## src/rtl/lpr_pkg.sv

```systemverilog
package lpr_pkg;
  typedef enum logic [2:0] {
    ST_OFF   = 3'd0,
    ST_START = 3'd1,
    ST_IDLE  = 3'd2,
    ST_RST   = 3'd3,
    ST_WAIT  = 3'd4
  } lpr_state_e;

  function automatic int unsigned at_least_one(input longint unsigned v);
    return (v == 0) ? 1 : int'(v);
  endfunction
endpackage

```

## src/rtl/lpr_prescaler.sv

```systemverilog
module lpr_prescaler #(
  parameter int unsigned DIV = 100
) (
  input  logic clk_i,
  input  logic arst_ni,
  input  logic clr_i,
  output logic tick_o
);
  generate
    if (DIV <= 1) begin : g_pass
      assign tick_o = ~clr_i;
    end else begin : g_div
      localparam int unsigned PW = $clog2(DIV);
      localparam logic [PW-1:0] LAST = PW'(DIV - 1);
      logic [PW-1:0] cnt_q;
      always_ff @(posedge clk_i or negedge arst_ni) begin
        if (!arst_ni)          cnt_q <= '0;
        else if (clr_i)        cnt_q <= '0;
        else if (cnt_q == LAST) cnt_q <= '0;
        else                   cnt_q <= cnt_q + 1'b1;
      end
      assign tick_o = ~clr_i && (cnt_q == LAST);
    end
  endgenerate
endmodule

```

## src/rtl/lpr_span_counter.sv

```systemverilog
module lpr_span_counter #(
  parameter int unsigned W = 8
) (
  input  logic         clk_i,
  input  logic         arst_ni,
  input  logic         run_i,
  input  logic         tick_i,
  input  logic [W-1:0] target_i,
  output logic         done_o
);
  logic [W-1:0] cnt_q;

  always_ff @(posedge clk_i or negedge arst_ni) begin
    if (!arst_ni)                         cnt_q <= '0;
    else if (!run_i)                      cnt_q <= '0;
    else if (tick_i && cnt_q < target_i)  cnt_q <= cnt_q + 1'b1;
  end

  assign done_o = run_i && (cnt_q >= target_i);
endmodule

```

## src/rtl/lpr_fsm.sv

```systemverilog
module lpr_fsm
  import lpr_pkg::*;
#(
  parameter bit LATCHED = 1'b0
) (
  input  logic       clk_i,
  input  logic       arst_ni,
  input  logic       pg_i,
  input  logic       both_low_i,
  input  logic       both_high_i,
  input  logic       start_done_i,
  input  logic       hold_done_i,
  input  logic       pulse_done_i,
  output lpr_state_e state_o
);
  lpr_state_e state_q, state_d;

  always_comb begin
    state_d = state_q;
    unique case (state_q)
      ST_OFF:   state_d = ST_START;
      ST_START: if (start_done_i) state_d = ST_IDLE;
      ST_IDLE:  if (hold_done_i)  state_d = ST_RST;
      ST_RST: begin
        if (LATCHED) begin
          if (!both_low_i) state_d = ST_IDLE;
        end else if (pulse_done_i) begin
          state_d = ST_WAIT;
        end
      end
      ST_WAIT:  if (both_high_i)  state_d = ST_IDLE;
      default:  state_d = ST_OFF;
    endcase
    if (!pg_i) state_d = ST_OFF;
  end

  always_ff @(posedge clk_i or negedge arst_ni) begin
    if (!arst_ni) state_q <= ST_OFF;
    else          state_q <= state_d;
  end

  assign state_o = state_q;
endmodule

```

## src/rtl/long_press_reset.sv

```systemverilog
module long_press_reset
  import lpr_pkg::*;
#(
  parameter int unsigned CLK_HZ     = 1_000_000,
  parameter int unsigned TICK_HZ    = 10_000,
  parameter int unsigned HOLD_LO_MS = 7500,
  parameter int unsigned HOLD_HI_MS = 12500,
  parameter int unsigned PULSE_MS   = 400,
  parameter int unsigned DETECT_US  = 150,
  parameter int unsigned STARTUP_US = 300,
  parameter bit          ZERO_HOLD  = 1'b0,
  parameter bit          LATCHED    = 1'b0,
  parameter bit          SINGLE     = 1'b0
) (
  input  logic clk_i,
  input  logic arst_ni,
  input  logic pg_i,
  input  logic btn_a_ni,
  input  logic btn_b_ni,
  input  logic sel_long_i,
  output logic rst_no
);
  localparam int unsigned DIV       = at_least_one(longint'(CLK_HZ) / longint'(TICK_HZ));
  localparam int unsigned HOLD_LO_T = at_least_one(longint'(HOLD_LO_MS) * TICK_HZ / 1000);
  localparam int unsigned HOLD_HI_T = at_least_one(longint'(HOLD_HI_MS) * TICK_HZ / 1000);
  localparam int unsigned PULSE_T   = at_least_one(longint'(PULSE_MS) * TICK_HZ / 1000);
  localparam int unsigned DETECT_T  = at_least_one(longint'(DETECT_US) * TICK_HZ / 1_000_000);
  localparam int unsigned START_T   = at_least_one(longint'(STARTUP_US) * TICK_HZ / 1_000_000);
  localparam int unsigned SEL_HI_T  = ZERO_HOLD ? DETECT_T : HOLD_HI_T;
  localparam int unsigned MAX_A     = (HOLD_LO_T > SEL_HI_T) ? HOLD_LO_T : SEL_HI_T;
  localparam int unsigned MAX_B     = (PULSE_T > START_T) ? PULSE_T : START_T;
  localparam int unsigned MAX_T     = (MAX_A > MAX_B) ? MAX_A : MAX_B;
  localparam int unsigned CW        = $clog2(MAX_T + 1);
  localparam int unsigned PULSE_CYC = PULSE_T * DIV;

  lpr_state_e state_q;
  logic       tick;
  logic       both_low, both_high;
  logic       sel_q;
  logic       start_done, hold_done, pulse_done;
  logic [CW-1:0] hold_target;

  generate
    if (SINGLE) begin : g_one
      assign both_low  = ~btn_a_ni;
      assign both_high = btn_a_ni;
    end else begin : g_two
      assign both_low  = ~btn_a_ni & ~btn_b_ni;
      assign both_high = btn_a_ni & btn_b_ni;
    end
  endgenerate

  // select is followed while in the power-off state, frozen afterwards
  always_ff @(posedge clk_i or negedge arst_ni) begin
    if (!arst_ni)               sel_q <= 1'b0;
    else if (state_q == ST_OFF) sel_q <= sel_long_i;
  end

  assign hold_target = sel_q ? CW'(SEL_HI_T) : CW'(HOLD_LO_T);

  lpr_prescaler #(.DIV(DIV)) u_pre (
    .clk_i  (clk_i),
    .arst_ni(arst_ni),
    .clr_i  (~pg_i),
    .tick_o (tick)
  );

  lpr_span_counter #(.W(CW)) u_start (
    .clk_i   (clk_i),
    .arst_ni (arst_ni),
    .run_i   (state_q == ST_START),
    .tick_i  (tick),
    .target_i(CW'(START_T)),
    .done_o  (start_done)
  );

  lpr_span_counter #(.W(CW)) u_hold (
    .clk_i   (clk_i),
    .arst_ni (arst_ni),
    .run_i   ((state_q == ST_IDLE) && both_low),
    .tick_i  (tick),
    .target_i(hold_target),
    .done_o  (hold_done)
  );

  lpr_span_counter #(.W(CW)) u_pulse (
    .clk_i   (clk_i),
    .arst_ni (arst_ni),
    .run_i   ((state_q == ST_RST) && !LATCHED),
    .tick_i  (tick),
    .target_i(CW'(PULSE_T)),
    .done_o  (pulse_done)
  );

  lpr_fsm #(.LATCHED(LATCHED)) u_fsm (
    .clk_i       (clk_i),
    .arst_ni     (arst_ni),
    .pg_i        (pg_i),
    .both_low_i  (both_low),
    .both_high_i (both_high),
    .start_done_i(start_done),
    .hold_done_i (hold_done),
    .pulse_done_i(pulse_done),
    .state_o     (state_q)
  );

  assign rst_no = !((state_q == ST_OFF) || (state_q == ST_RST));
endmodule

```

## config.mk

```make
export PLATFORM = sky130hd
export DESIGN_NAME = long_press_reset
export DESIGN_NICKNAME = d
export VERILOG_FILES = /design/src/rtl/lpr_pkg.sv /design/src/rtl/lpr_prescaler.sv /design/src/rtl/lpr_span_counter.sv /design/src/rtl/lpr_fsm.sv /design/src/rtl/long_press_reset.sv
export SDC_FILE = /design/constraint.sdc
export NUM_CORES = 1
export LEC_CHECK = 0
export CORE_MARGIN = 8
export CORE_UTILIZATION = 46
export DETAILED_ROUTE_END_ITERATION = 10
export MAX_ROUTING_LAYER = met4
export PLACE_DENSITY_LB_ADDON = 0.3
export SLEW_MARGIN = 20
export SYNTH_ARGS = -nofsm -noshare
export SYNTH_HDL_FRONTEND = slang
export SYNTH_HIERARCHICAL = 1
export SYNTH_SLANG_ARGS = --single-unit
export TNS_END_PERCENT = 20
```

## constraint.sdc

```tcl
create_clock -name clk_i -period 4.8 [get_ports clk_i]
set_clock_uncertainty 0.1 [all_clocks]
set_input_delay 0.96 -clock clk_i [delete_from_list [all_inputs] [get_ports clk_i]]
set_output_delay 0.96 -clock clk_i [all_outputs]
set_load 0.02 [all_outputs]
```

==> impl_metrics.ini <==
[final_layout]
most_common_cell_after_layout_fill_and_taps_aside = dfrtp_1
layout_net_count = 663
ff_latch_area_sq_um = 1551
drive_gt1_frac = 0.06601
final_standard_cell_utilization_of_the_core = 0.5179
multiInputGateArea_sq_um = 3103
area_growth_pct = 9.649
antenna_cells = 0
fill_cells = 974
highest_count_cells_in_the_layout_ignoring_fill_and_taps = dfrtp_1, inv_1, a21oi_1, ha_1, nand2_1

[placed_design]
hpwlAfterDp_um = 7317
gp_congestion = 0.8009
io_buffers = 6

[detailed_routing]
dr.pass1.iters = 6
drt_wl_total_um = 10020
dr_total_vias = 4046
route.detailed.wl_per_inst_um = 13.50
route.detailed.drc = 0
route.detailed.vias_per_inst = 5.453
drtAntennaViolNets = 0
drt_iter0_drc = 189

[setup_path]
timing.reg2reg.worst_path_depth = 7
cp_capture_type = flop
critical_path.reg2reg.startpoint = u_start/cnt_q[14]
worst_ep_arrival_ps = 3530
cp.required_ps = 4960
peak_fanout_along_the_critical_path = 31
critPathKind = input port to flop
crit_path_top_delay_cell = or4_1
crit_path_buffers_inverters = 3
critical-path-top-delay-family = simple AND/OR/NAND/NOR gates
startpoint_type = input port
crit_path_cell_trace = clkdlybuf4s50_1 > inv_1 > nor3_1 > buf_4 > a21boi_0 > nand3_2 > or4_1 > a21oi_1
critical-path-max-stage-delay_ps = 650
worst_r2r_endpoint = u_start/cnt_q[11]
regToRegSetupSlack_ps = 1790

[cts]
number_of_cells_upsized_or_downsized_after_cts = 0
clock-sinks = 62
cts_setup_buffers = 0
clock_insertion_delay_at_the_later_pin_of_the_skew_report_ps = 340
clk_pin_slew_ps = 80
cts_tree = built
cts_buffer_depth = 2
cts_made_buffers = 9
cts_root_buffer = clkbuf_8
postCtsHoldBufs = 0
htree_num_levels = 3

[sta]
finalHoldViolCount = 0
fin_setup_tns_ps = 0
finalWorstPathRequiredPeriod_ps = 3369
worstMarginPinSlew_ps = 883.5
finalMaxSlewViolations = 0
layout_worst_path_cycle_share = 0.7018
rsz0062_at_grt = false
max_freq_mhz = 296.9
max_slew_margin = 0.4110
finalSetupViolCount = 0

[synthesis]
yosys_warnings = 6
asyncSetResetFlopFracSynth = 1.000
synth-edff-count = 0
yosys-top-cells-area = dfrtp_1, ha_1, a21oi_1
ys_seq_elements = 62
avgSynthCellArea_sq_um = 8.738
netlist_area_sq_um = 4876
gate_count_of_the_mapped_netlist = 558
synth_ff_type = dfrtp_1
synth.largest_area_cell = dfrtp_1
synth.lib_cells_used.distinct = 57
netlist.area_leader.share = 0.3182
synth_seq_area_share = 0.3182

[floorplanning]
fp-row-count = 37
start_util = 0.4723
height_of_the_die_um = 119.0
i_o_pins = 7
fp.dieArea_sq_um = 14150
die_width_um = 119.0
core_region_sq_um = 10320

[global_route]
grtUsageTotal = 0.1521
grt_first_pass_wirelength_um = 17770
number_of_antenna_violations_at_the_first_check_in_global_routing = 0
grt_max_degree = 38
via_count_of_the_first_global_routing_pass = 3907
grt_overflow = 0

[power]
power_density_over_the_cells_nw_per_um2 = 205.2
power.static_leakage_nw = 2.280
vdd.ir_drop.worst_mv = 0.1443
power.net_switching_uw = 264.9
p_int_uw = 831.9
share_clk_of_total_power = 0.446
combinationalPowerShare = 0.071
seq_power_share = 0.483
power.switching_fraction = 0.2415

[min_path]
hold-path-endpoint = u_pre/g_div.cnt_q[0]
timing.hold.worst_path_depth = 1
min_path_type = flop to flop
holdCritStartpoint = u_pre/g_div.cnt_q[0]

[run]
cap_violations = 0

[status]
run_status = complete, no violations
registers in the layout (all words and copies together) (netlist names):
name and cells:
u_fsm/state_o 3, u_pulse/cnt_q 17, u_start/cnt_q 17, u_pre/g_div.cnt_q 7
u_hold/cnt_q 17, sel_q 1
power groups by stage:
| stage | combinational [mW] | clock (mW) | sequential [mW] |
|---|---|---|---|
| floorplan | 0.0504 | 0 | 0.539 |
| global placement | 0.0735 | 0 | 0.540 |
| detailed placement | 0.0771 | 0 | 0.540 |
| CTS | 0.0775 | 0.507 | 0.530 |
| global route | 0.0928 | 0.525 | 0.530 |
| finish | 0.0778 | 0.489 | 0.530 |
layout make-up:
| class | count | share of cell area |
|---|---|---|
| Multi-Input combinational cell | 457 | 0.5804 |
| Sequential cell | 62 | 0.2902 |
| Inverter | 63 | 0.04423 |
| Tap cell | 136 | 0.03183 |
| Clock buffer | 12 | 0.03089 |
| Timing Repair Buffer | 9 | 0.01451 |
| Clock inverter | 3 | 0.007957 |
synthesized netlist by cell type (4+ instances only):
cell	count
nor3_1	7
nor2_1	20
nand2_1	50
or2b_2	5
or4_1	23
mux2i_1	15
clkbuf_8	4
buf_2	4
inv_1	61
clkbuf_1	6
dfrtp_1	62
a21o_1	4
o21ai_0	18
nand3_1	22
ha_1	55
xnor2_1	6
nand2b_1	10
o31ai_1	22
or3_1	11
a21oi_1	55
buf_6	4
nor4_1	16
and3_1	11
nand4_1	20
layer usage:
metal  global-route usage  vias up  wire length, um
met3              0.02220       11              209
li1                     -     2081                -
met5                    -        -                0
met4              0.06324        0              145
met1               0.1840     1920             4753
met2               0.2497       34             4910
cells by family after synthesis:
logic type               Yosys count  synth area share
AND/OR/NAND/NOR                  215            0.2510
AO/OA/AOI/OAI                    119            0.1622
buffers and inverters             81           0.07775
flip-flops                        62            0.3182
adder cells (fa/ha/maj)           55            0.1411
multiplexers                      16           0.03387
XOR/XNOR                           8           0.01437
other                              2          0.001540
per-stage QoR:
stage / total power, mW / setup slack (ps) / instances / hold slack, ps / cell area, sq um
after floorplan: 0.5893 / 1965 / 600 / 332.9 / 5034
after global placement: 0.6133 / 1211 / 727 / 350.0 / 5139
after detailed placement: 0.6170 / 1095 / 727 / 368.1 / 5139
after CTS: 1.115 / 1460 / 742 / 377.3 / 5346
after global routing: 1.148 / 1172 / 742 / 402.0 / 5346
final: 1.097 / 1431 / 742 / 375.6 / 5346
worst max-delay path by stage:
stage	endpoint	cells after the start	from	slack [ps]
floorplan	u_start/cnt_q[11]	7	pg_i	1970
global placement	u_pulse/cnt_q[13]	8	pg_i	1210
detailed placement	u_pulse/cnt_q[15]	8	pg_i	1100
CTS	u_pulse/cnt_q[15]	8	pg_i	1460
global route	u_pulse/cnt_q[11]	8	pg_i	1170
finish	u_pulse/cnt_q[15]	8	pg_i	1430
Power figures use the tool's default switching activity.
